[config.mk]
export PLATFORM = sky130hd
export DESIGN_NAME = serial_cmd_rx
export DESIGN_NICKNAME = d
export VERILOG_FILES = /design/src/rtl/serial_cmd_pkg.sv /design/src/rtl/cdc_sync.sv /design/src/rtl/cmd_shifter.sv /design/src/rtl/cmd_decoder.sv /design/src/rtl/serial_cmd_rx.sv
export SDC_FILE = /design/constraint.sdc
export NUM_CORES = 1
export LEC_CHECK = 0
export BUFFER_PORTS_ARGS = -buffer_cell sky130_fd_sc_hd__buf_2
export CAP_MARGIN = 10
export CORE_MARGIN = 2
export CORE_UTILIZATION = 50
export DETAILED_ROUTE_END_ITERATION = 10
export GPL_TIMING_DRIVEN = 1
export PLACE_DENSITY_LB_ADDON = 0.25
export SKIP_CTS_REPAIR_TIMING = 1
export SLEW_MARGIN = 20
export SYNTH_ARGS = -nofsm -noshare
export SYNTH_HDL_FRONTEND = slang
export SYNTH_SLANG_ARGS = --single-unit
[constraint.sdc]
create_clock -name clk -period 2.88 [get_ports clk]
set_clock_uncertainty 0.1 [all_clocks]
set_input_delay 0.144 -clock clk [delete_from_list [all_inputs] [get_ports clk]]
set_output_delay 0.144 -clock clk [all_outputs]
set_load 0.1 [all_outputs]
[src/rtl/serial_cmd_pkg.sv]
package serial_cmd_pkg;
  localparam int PKT_W  = 16;
  localparam int ADDR_W = 4;
  localparam int DATA_W = 8;
  localparam int ADDR_LSB = DATA_W;
  localparam int CNT_W  = $clog2(PKT_W + 1);

  typedef struct packed {
    logic [ADDR_W-1:0] addr;
    logic [DATA_W-1:0] data;
  } wr_cmd_t;
endpackage

[src/rtl/cdc_sync.sv]
module cdc_sync #(
  parameter int W      = 1,
  parameter int STAGES = 2
) (
  input  logic         clk,
  input  logic         rst_n,
  input  logic [W-1:0] d,
  output logic [W-1:0] q
);
  logic [W-1:0] stg [STAGES];

  generate
    for (genvar s = 0; s < STAGES; s++) begin : g_stage
      always_ff @(posedge clk or negedge rst_n) begin
        if (!rst_n) stg[s] <= '0;
        else if (s == 0) stg[s] <= d;
        else stg[s] <= stg[(s == 0) ? 0 : s-1];
      end
    end
  endgenerate

  assign q = stg[STAGES-1];
endmodule

[src/rtl/cmd_shifter.sv]
module cmd_shifter
  import serial_cmd_pkg::*;
(
  input  logic             clk,
  input  logic             rst_n,
  input  logic             shift_en,
  input  logic             din,
  input  logic             out_en,
  input  logic             clr_cnt,
  output logic [PKT_W-1:0] word,
  output logic             full,
  output logic             dout
);
  logic [CNT_W-1:0] cnt;

  always_ff @(posedge clk or negedge rst_n) begin
    if (!rst_n) begin
      word <= '0;
      cnt  <= '0;
      dout <= 1'b0;
    end else begin
      if (shift_en) word <= {word[PKT_W-2:0], din};
      if (clr_cnt) cnt <= '0;
      else if (shift_en && cnt != CNT_W'(PKT_W)) cnt <= cnt + 1'b1;
      if (out_en) dout <= word[PKT_W-1];
    end
  end

  assign full = (cnt == CNT_W'(PKT_W));

  p_cnt_bound_r6: assert property (@(posedge clk) disable iff (!rst_n)
    cnt <= CNT_W'(PKT_W));

  p_dout_only_on_fall_r8: assert property (@(posedge clk) disable iff (!rst_n)
    !out_en |=> $stable(dout));
endmodule

[src/rtl/cmd_decoder.sv]
module cmd_decoder
  import serial_cmd_pkg::*;
(
  input  logic             clk,
  input  logic             rst_n,
  input  logic             commit,
  input  logic             full,
  input  logic [PKT_W-1:0] word,
  output logic             wr_valid,
  output wr_cmd_t          cmd
);
  logic [ADDR_W-1:0] addr_f;

  assign addr_f = word[ADDR_LSB +: ADDR_W];

  always_ff @(posedge clk or negedge rst_n) begin
    if (!rst_n) begin
      wr_valid <= 1'b0;
      cmd      <= '0;
    end else begin
      wr_valid <= commit && full && (addr_f != '0);
      if (commit) begin
        cmd.addr <= addr_f;
        cmd.data <= word[DATA_W-1:0];
      end
    end
  end

  p_pulse_one_cycle_r4: assert property (@(posedge clk) disable iff (!rst_n)
    wr_valid |=> !wr_valid);
endmodule

[src/rtl/serial_cmd_rx.sv]
module serial_cmd_rx
  import serial_cmd_pkg::*;
#(
  parameter int SYNC_STAGES = 2
) (
  input  logic              clk,
  input  logic              rst_n,
  input  logic              ser_clk,
  input  logic              ser_din,
  input  logic              ser_load,
  output logic              ser_dout,
  output logic              wr_valid,
  output logic [ADDR_W-1:0] wr_addr,
  output logic [DATA_W-1:0] wr_data
);
  logic [2:0] pins_s;
  logic       sclk_q, load_q;
  logic       sclk_rise, sclk_fall, load_rise;
  logic [PKT_W-1:0] word;
  logic       full;
  wr_cmd_t    cmd;

  cdc_sync #(.W(3), .STAGES(SYNC_STAGES)) u_sync (
    .clk(clk), .rst_n(rst_n),
    .d({ser_load, ser_din, ser_clk}),
    .q(pins_s)
  );

  always_ff @(posedge clk or negedge rst_n) begin
    if (!rst_n) begin
      sclk_q <= 1'b0;
      load_q <= 1'b0;
    end else begin
      sclk_q <= pins_s[0];
      load_q <= pins_s[2];
    end
  end

  assign sclk_rise = pins_s[0] & ~sclk_q;
  assign sclk_fall = ~pins_s[0] & sclk_q;
  assign load_rise = pins_s[2] & ~load_q;

  cmd_shifter u_shift (
    .clk(clk), .rst_n(rst_n),
    .shift_en(sclk_rise), .din(pins_s[1]),
    .out_en(sclk_fall), .clr_cnt(load_rise),
    .word(word), .full(full), .dout(ser_dout)
  );

  cmd_decoder u_dec (
    .clk(clk), .rst_n(rst_n),
    .commit(load_rise), .full(full), .word(word),
    .wr_valid(wr_valid), .cmd(cmd)
  );

  assign wr_addr = cmd.addr;
  assign wr_data = cmd.data;

  p_noop_quiet_r7: assert property (@(posedge clk) disable iff (!rst_n)
    wr_valid |-> wr_addr != '0);

  p_write_after_strobe_r4: assert property (@(posedge clk) disable iff (!rst_n)
    wr_valid |-> $past(load_rise));
endmodule

# ---- Word-level counts from Yosys, hierarchy flattened
# Cells that the tools add are included.
dict set report totals {
  word_cells 26
  out_inout_bits 14
  in_bits 5
  ff_bits 43
}
dict set report op_classes {
  mux 2
  reduce_logical 5
  n_eq_ne 2
  n_addsub 1
  n_bitwise 6
}
# operator count
set op_table {}
lappend op_table {{5-bit 2-to-1 mux} 2}
lappend op_table {{5-bit by 1-bit adder with 5-bit output, second input constant} 1}
lappend op_table {{5-bit equality test, second input constant} 1}
lappend op_table {{5-bit != test, second input constant} 1}
lappend op_table {{4-bit nonzero test} 1}
lappend op_table {{1-bit bitwise AND} 3}
lappend op_table {{1-bit logical AND} 3}
lappend op_table {{1-bit NOT} 3}
lappend op_table {{2-bit nonzero test} 1}

# ---- Longest topological paths before layout
dict set report logic_depth {
  ltp_word 5
  ltp_mapped 5
  ltp_nobuf 5
}

# ---- By module
# From an unflattened synthesis, not the netlist that was laid out.
dict set report unflattened {
  cells_unflattened 106
  hier_area_um2 1670.4
}
# mod seq_area_each_um2 area_each_um2 n_inst cells_per_inst
set modules_own_cells {}
lappend modules_own_cells {cmd_shifter 550.5 907.1 1 63}
lappend modules_own_cells {cmd_decoder 325.3 519.2 1 29}
lappend modules_own_cells {cdc_sync 150.1 172.7 1 9}
lappend modules_own_cells {serial_cmd_rx 50.0 71.3 1 5}

# ---- Worst setup path after synthesis
# No wires, ideal clock.
dict set report synth_timing {
  path_kind {register to register}
  startpoint {register u_shift.dout (netlist name)}
  endpoint {register u_shift.dout}
  slack_ns 1.524
  n_path_buf 0
  t_arrival_ns 1.130
  setup_ns 0.125
  synth_period_minus_slack_ns 1.356
  required_time_ns 2.655
  path_stages_with_launch 2
  path_cell_list {dfrtp_1 > mux2_2}
}
# item line
set synth_rtl {}
lappend synth_rtl {{to (signal assigned)} cmd_shifter.sv:25} ;# if (out_en) dout <= word[PKT_W-1];
lappend synth_rtl {{to (decl)} cmd_shifter.sv:12} ;# output logic dout

# ---- Worst setup path after layout
dict set report layout_timing {
  startpoint {register sclk_q}
  endpoint {register u_shift.cnt[3]}
}
dict set report layout_between {
  elab_chain_len 4
}
# item line
set layout_lines {}
lappend layout_lines {{from (decl)} serial_cmd_rx.sv:17} ;# logic sclk_q, load_q;
lappend layout_lines {{from (signal assigned)} serial_cmd_rx.sv:34} ;# sclk_q <= pins_s[0];
lappend layout_lines {{1-bit NOT} serial_cmd_rx.sv:39} ;# assign sclk_rise = pins_s[0] & ~sclk_q;
lappend layout_lines {{1-bit bitwise AND} serial_cmd_rx.sv:39}
lappend layout_lines {{1-bit logical AND} cmd_shifter.sv:24} ;# else if (shift_en && cnt != CNT_W'(PKT_W)) cnt <= cnt + 1'b1;
lappend layout_lines {{2-bit nonzero test (no source line)} --}
lappend layout_lines {{to (signal assigned)} cmd_shifter.sv:24}
lappend layout_lines {{to (decl)} cmd_shifter.sv:14} ;# logic [CNT_W-1:0] cnt;
# Every way passes these cells.
# A chain may end at the register's enable or synchronous reset.

==> reports/results.tsv <==
stage	metric	value	unit
run_status	status	complete, no violations	
layout	layout cells sized above 1	0.1481	
worst_hold_path	hold_sp	u_sync.stg[3]$_DFF_PN0_	
floorplan	height of the chip	61.43	um
place	DP Worst Slack	1.055	ns
drt	post-route ant nets	0	
layout	area of the multi-input gates	528.0	um^2
floorplan	Core Region	3103	um^2
pwr	Pleak	1.027	nW
pwr	Cell Pwr Density	775.4	nW/um^2
layout	final core occ	0.5976	
worst_hold_path	hold-critical path depth	0	
floorplan	num rows	20	
drt	Routed wire per std cell	11.51	um
drt	via count normalized by instance count	4.781	
logic_synthesis	Gate Count Post-Synth	165	
layout	# diodes	0	
clock_tree	Clock Sinks	43	
setup_path	type of element capturing the critical path	flop	
timing	fmax	597.4	MHz
layout	# fillers	286	
timing	max-slew violation count	0	
drt	TritonRoute pass-1 iters	4	
setup_path	CP Class	reg -> reg	
logic_synthesis	Yosys reg bits	43	
timing	RSZ-0062 raised after global routing	no	
timing	min cycle time layout	1.674	ns
logic_synthesis	Syn Nets	172	
drt	DRC violations left	0	
worst_hold_path	worst min-delay path category	reg -> reg	
logic_synthesis	sequential area share after synthesis	0.6525	
layout	Layout area overhead	12.44	%
floorplan	Initial Utilization	0.5315	
timing	Final Cycle Share	0.5813	
drt	DR iter-0 viols	27	
timing	Max-slew headroom	0.4027	
worst_hold_path	Hold EP	u_sync.q[0]$_DFF_PN0_	
logic_synthesis	Netlist cell types	20	
timing	post-route setup TNS	0	ns
layout	nets	195	
logic_synthesis	ranking of synthesized cells by area	dfrtp_1, nand2_1, buf_2	
global_route	vias in the first global route	1051	
timing	final count of negative-setup-slack endpoints	0	
setup_path	CP Data Arrival Time	1.86	ns
timing	Slew @ Worst Pin	0.8959	ns
logic_synthesis	Synth Cell Area	1649	um^2
clock_tree	clock slew at reported path FFs	0.12	ns
drt	via count	1114	
setup_path	Worst Path Max Fanout	20	
clock_tree	root buffer cell	clkbuf_4	
global_route	first-pass GRT wire length	4.616	mm
global_route	largest net degree at the start of global routing	44	
floorplan	die area	3774	um^2
global_route	initial antenna violation count	0	
place	global placement routability congestion	0.7886	
logic_synthesis	top-area cell type share of the netlist area	0.6525	
place	Detailed Place HPWL	1.719	mm
timing	min setup slack post-route	1.206	ns
clock_tree	clock buffer depth	2	
setup_path	worst reg2reg endpoint	u_shift.cnt[3]$_DFFE_PN0P_	
global_route	GR Overflow Total	0	
place	number of port buffers	18	
clock_tree	total CTS buffers	5	
clock_tree	clk_lat worst skew	0.35	ns
floorplan	Top Ports	19	
timing	final hold violation count	0	
job	Max Cap Viol	0	
setup_path	crit start category	flop	
setup_path	RR Startpoint	sclk_q$_DFF_PN0_	
clock_tree	H-tree depth	2	
logic_synthesis	mean area per synthesized cell	9.994	um^2
pwr	maximum VDD drop	0.4145	mV
drt	drt total wl	2.682	mm
logic_synthesis	Synth warnings	0	
layout	Sequential cell area	1076	um^2
clock_tree	CTS tree	built	
global_route	Total GRT Usage	0.1718	
logic_synthesis	area leader, netlist	dfrtp_1	
setup_path	R2R Setup Slk	1.21	ns
floorplan	Die Width	61.43	um
layout	Design Area, Final	1854	um^2
setup_path	Reg2Reg Depth	3	
setup_path	Worst Path Required	3.06	ns
place	Placed Area	1762	um^2
-- synthesized netlist by cell type --
master	count
ha_1	2
or3_1	2
nor2b_1	2
a31o_1	1
and2b_1	1
nand3b_4	1
nand4bb_1	1
nor3_1	1
dfrtp_1	43
inv_1	2
and4bb_1	1
nand2_1	85
nand2b_1	2
o21ai_0	4
buf_4	2
mux2_2	1
a21oi_1	4
buf_2	5
nand3_1	3
nor4_1	2
-- metrics by stage --
step                      cells  hold slack [ns]  total power [mW]
final                       233           0.2675             1.438
after global routing        233           0.2695             1.522
after CTS                   229          -0.2163             1.444
after detailed placement    221           0.1533             1.170
after global placement      221           0.1528             1.163
after floorplan             165          -0.2516             1.093
-- flip-flops by register name, summed over array words and instances (netlist names) --
register / cells
u_dec.cmd: 12
u_shift.dout: 1
u_sync.stg: 3
u_shift.word: 16
load_q: 1
sclk_q: 1
u_sync.q: 3
u_shift.cnt: 5
u_dec.wr_valid: 1
-- layout make-up --
class | count | share of cell area
Multi-Input combinational cell | 113 | 0.2847
Timing Repair Buffer | 23 | 0.07422
Tap cell | 44 | 0.02969
Sequential cell | 43 | 0.5803
Inverter | 2 | 0.004049
Clock inverter | 1 | 0.002699
Clock buffer | 7 | 0.02429
-- critical path, stage by stage (launching register included) --
cell and delay, ns:
dfrtp_1 0.42, nand2b_1 0.47, or3_1 0.49, a21oi_1 0.14
-- per-layer routing --
metal	up-vias	part of all wire	global-route usage
met1	525	0.48	0.2239
met2	22	0.46	0.2660
met3	6	0.040	0.05672
met5	-	0	0
li1	561	-	-
met4	0	0.017	0.07295
-- kinds of logic (layout without fill, tap and decap cells) --
kind of cell / count (synthesis) / after routing / synth area share
flops: 43 / 43 / 0.6525
simple gates: 101 / 101 / 0.2671
mux: 1 / 1 / 0.006828
buf+inv: 9 / 33 / 0.02883
compound gates: 9 / 9 / 0.02959
fa+ha+maj: 2 / 2 / 0.01517
-- cell usage in the layout (no fill, tap or decap) --
cell           count
a21oi_1            4
a31o_1             1
and2b_1            1
and4bb_1           1
buf_2             18
buf_4              1
clkbuf_1           2
clkbuf_4           5
clkinv_2           1
dfrtp_1           43
dlygate4sd3_1      4
ha_1               2
inv_1              2
mux2_2             1
nand2_1           85
nand2b_1           2
nand3_1            3
nand3b_4           1
nand4bb_1          1
nor2b_1            1
nor2b_2            1
nor3_1             1
nor4_1             2
o21ai_0            4
or3_1              2
-- worst max path at each step --
| stage | start | end | cells after the start |
|---|---|---|---|
| finish | sclk_q$_DFF_PN0_ | u_shift.cnt[3]$_DFFE_PN0P_ | 3 |
| CTS | u_sync.q[2]$_DFF_PN0_ | u_shift.cnt[2]$_DFFE_PN0P_ | 3 |
| floorplan | u_shift.dout$_DFFE_PN0P_ | u_shift.dout$_DFFE_PN0P_ | 1 |
| global placement | u_sync.q[2]$_DFF_PN0_ | u_shift.cnt[2]$_DFFE_PN0P_ | 3 |
| detailed placement | u_sync.q[2]$_DFF_PN0_ | u_shift.cnt[2]$_DFFE_PN0P_ | 3 |
| global route | u_sync.q[0]$_DFF_PN0_ | u_shift.cnt[0]$_DFFE_PN0P_ | 4 |
-- power breakdown --
| part | leakage, nW | switching [mW] | internal, mW | total, mW |
|---|---|---|---|---|
| clock network | 0.0293 | 0.182 | 0.0954 | 0.278 |
| logic | 0.432 | 0.344 | 0.0718 | 0.416 |
| registers | 0.565 | 0.0559 | 0.688 | 0.744 |
No activity file was read; power rests on OpenSTA's default activity.
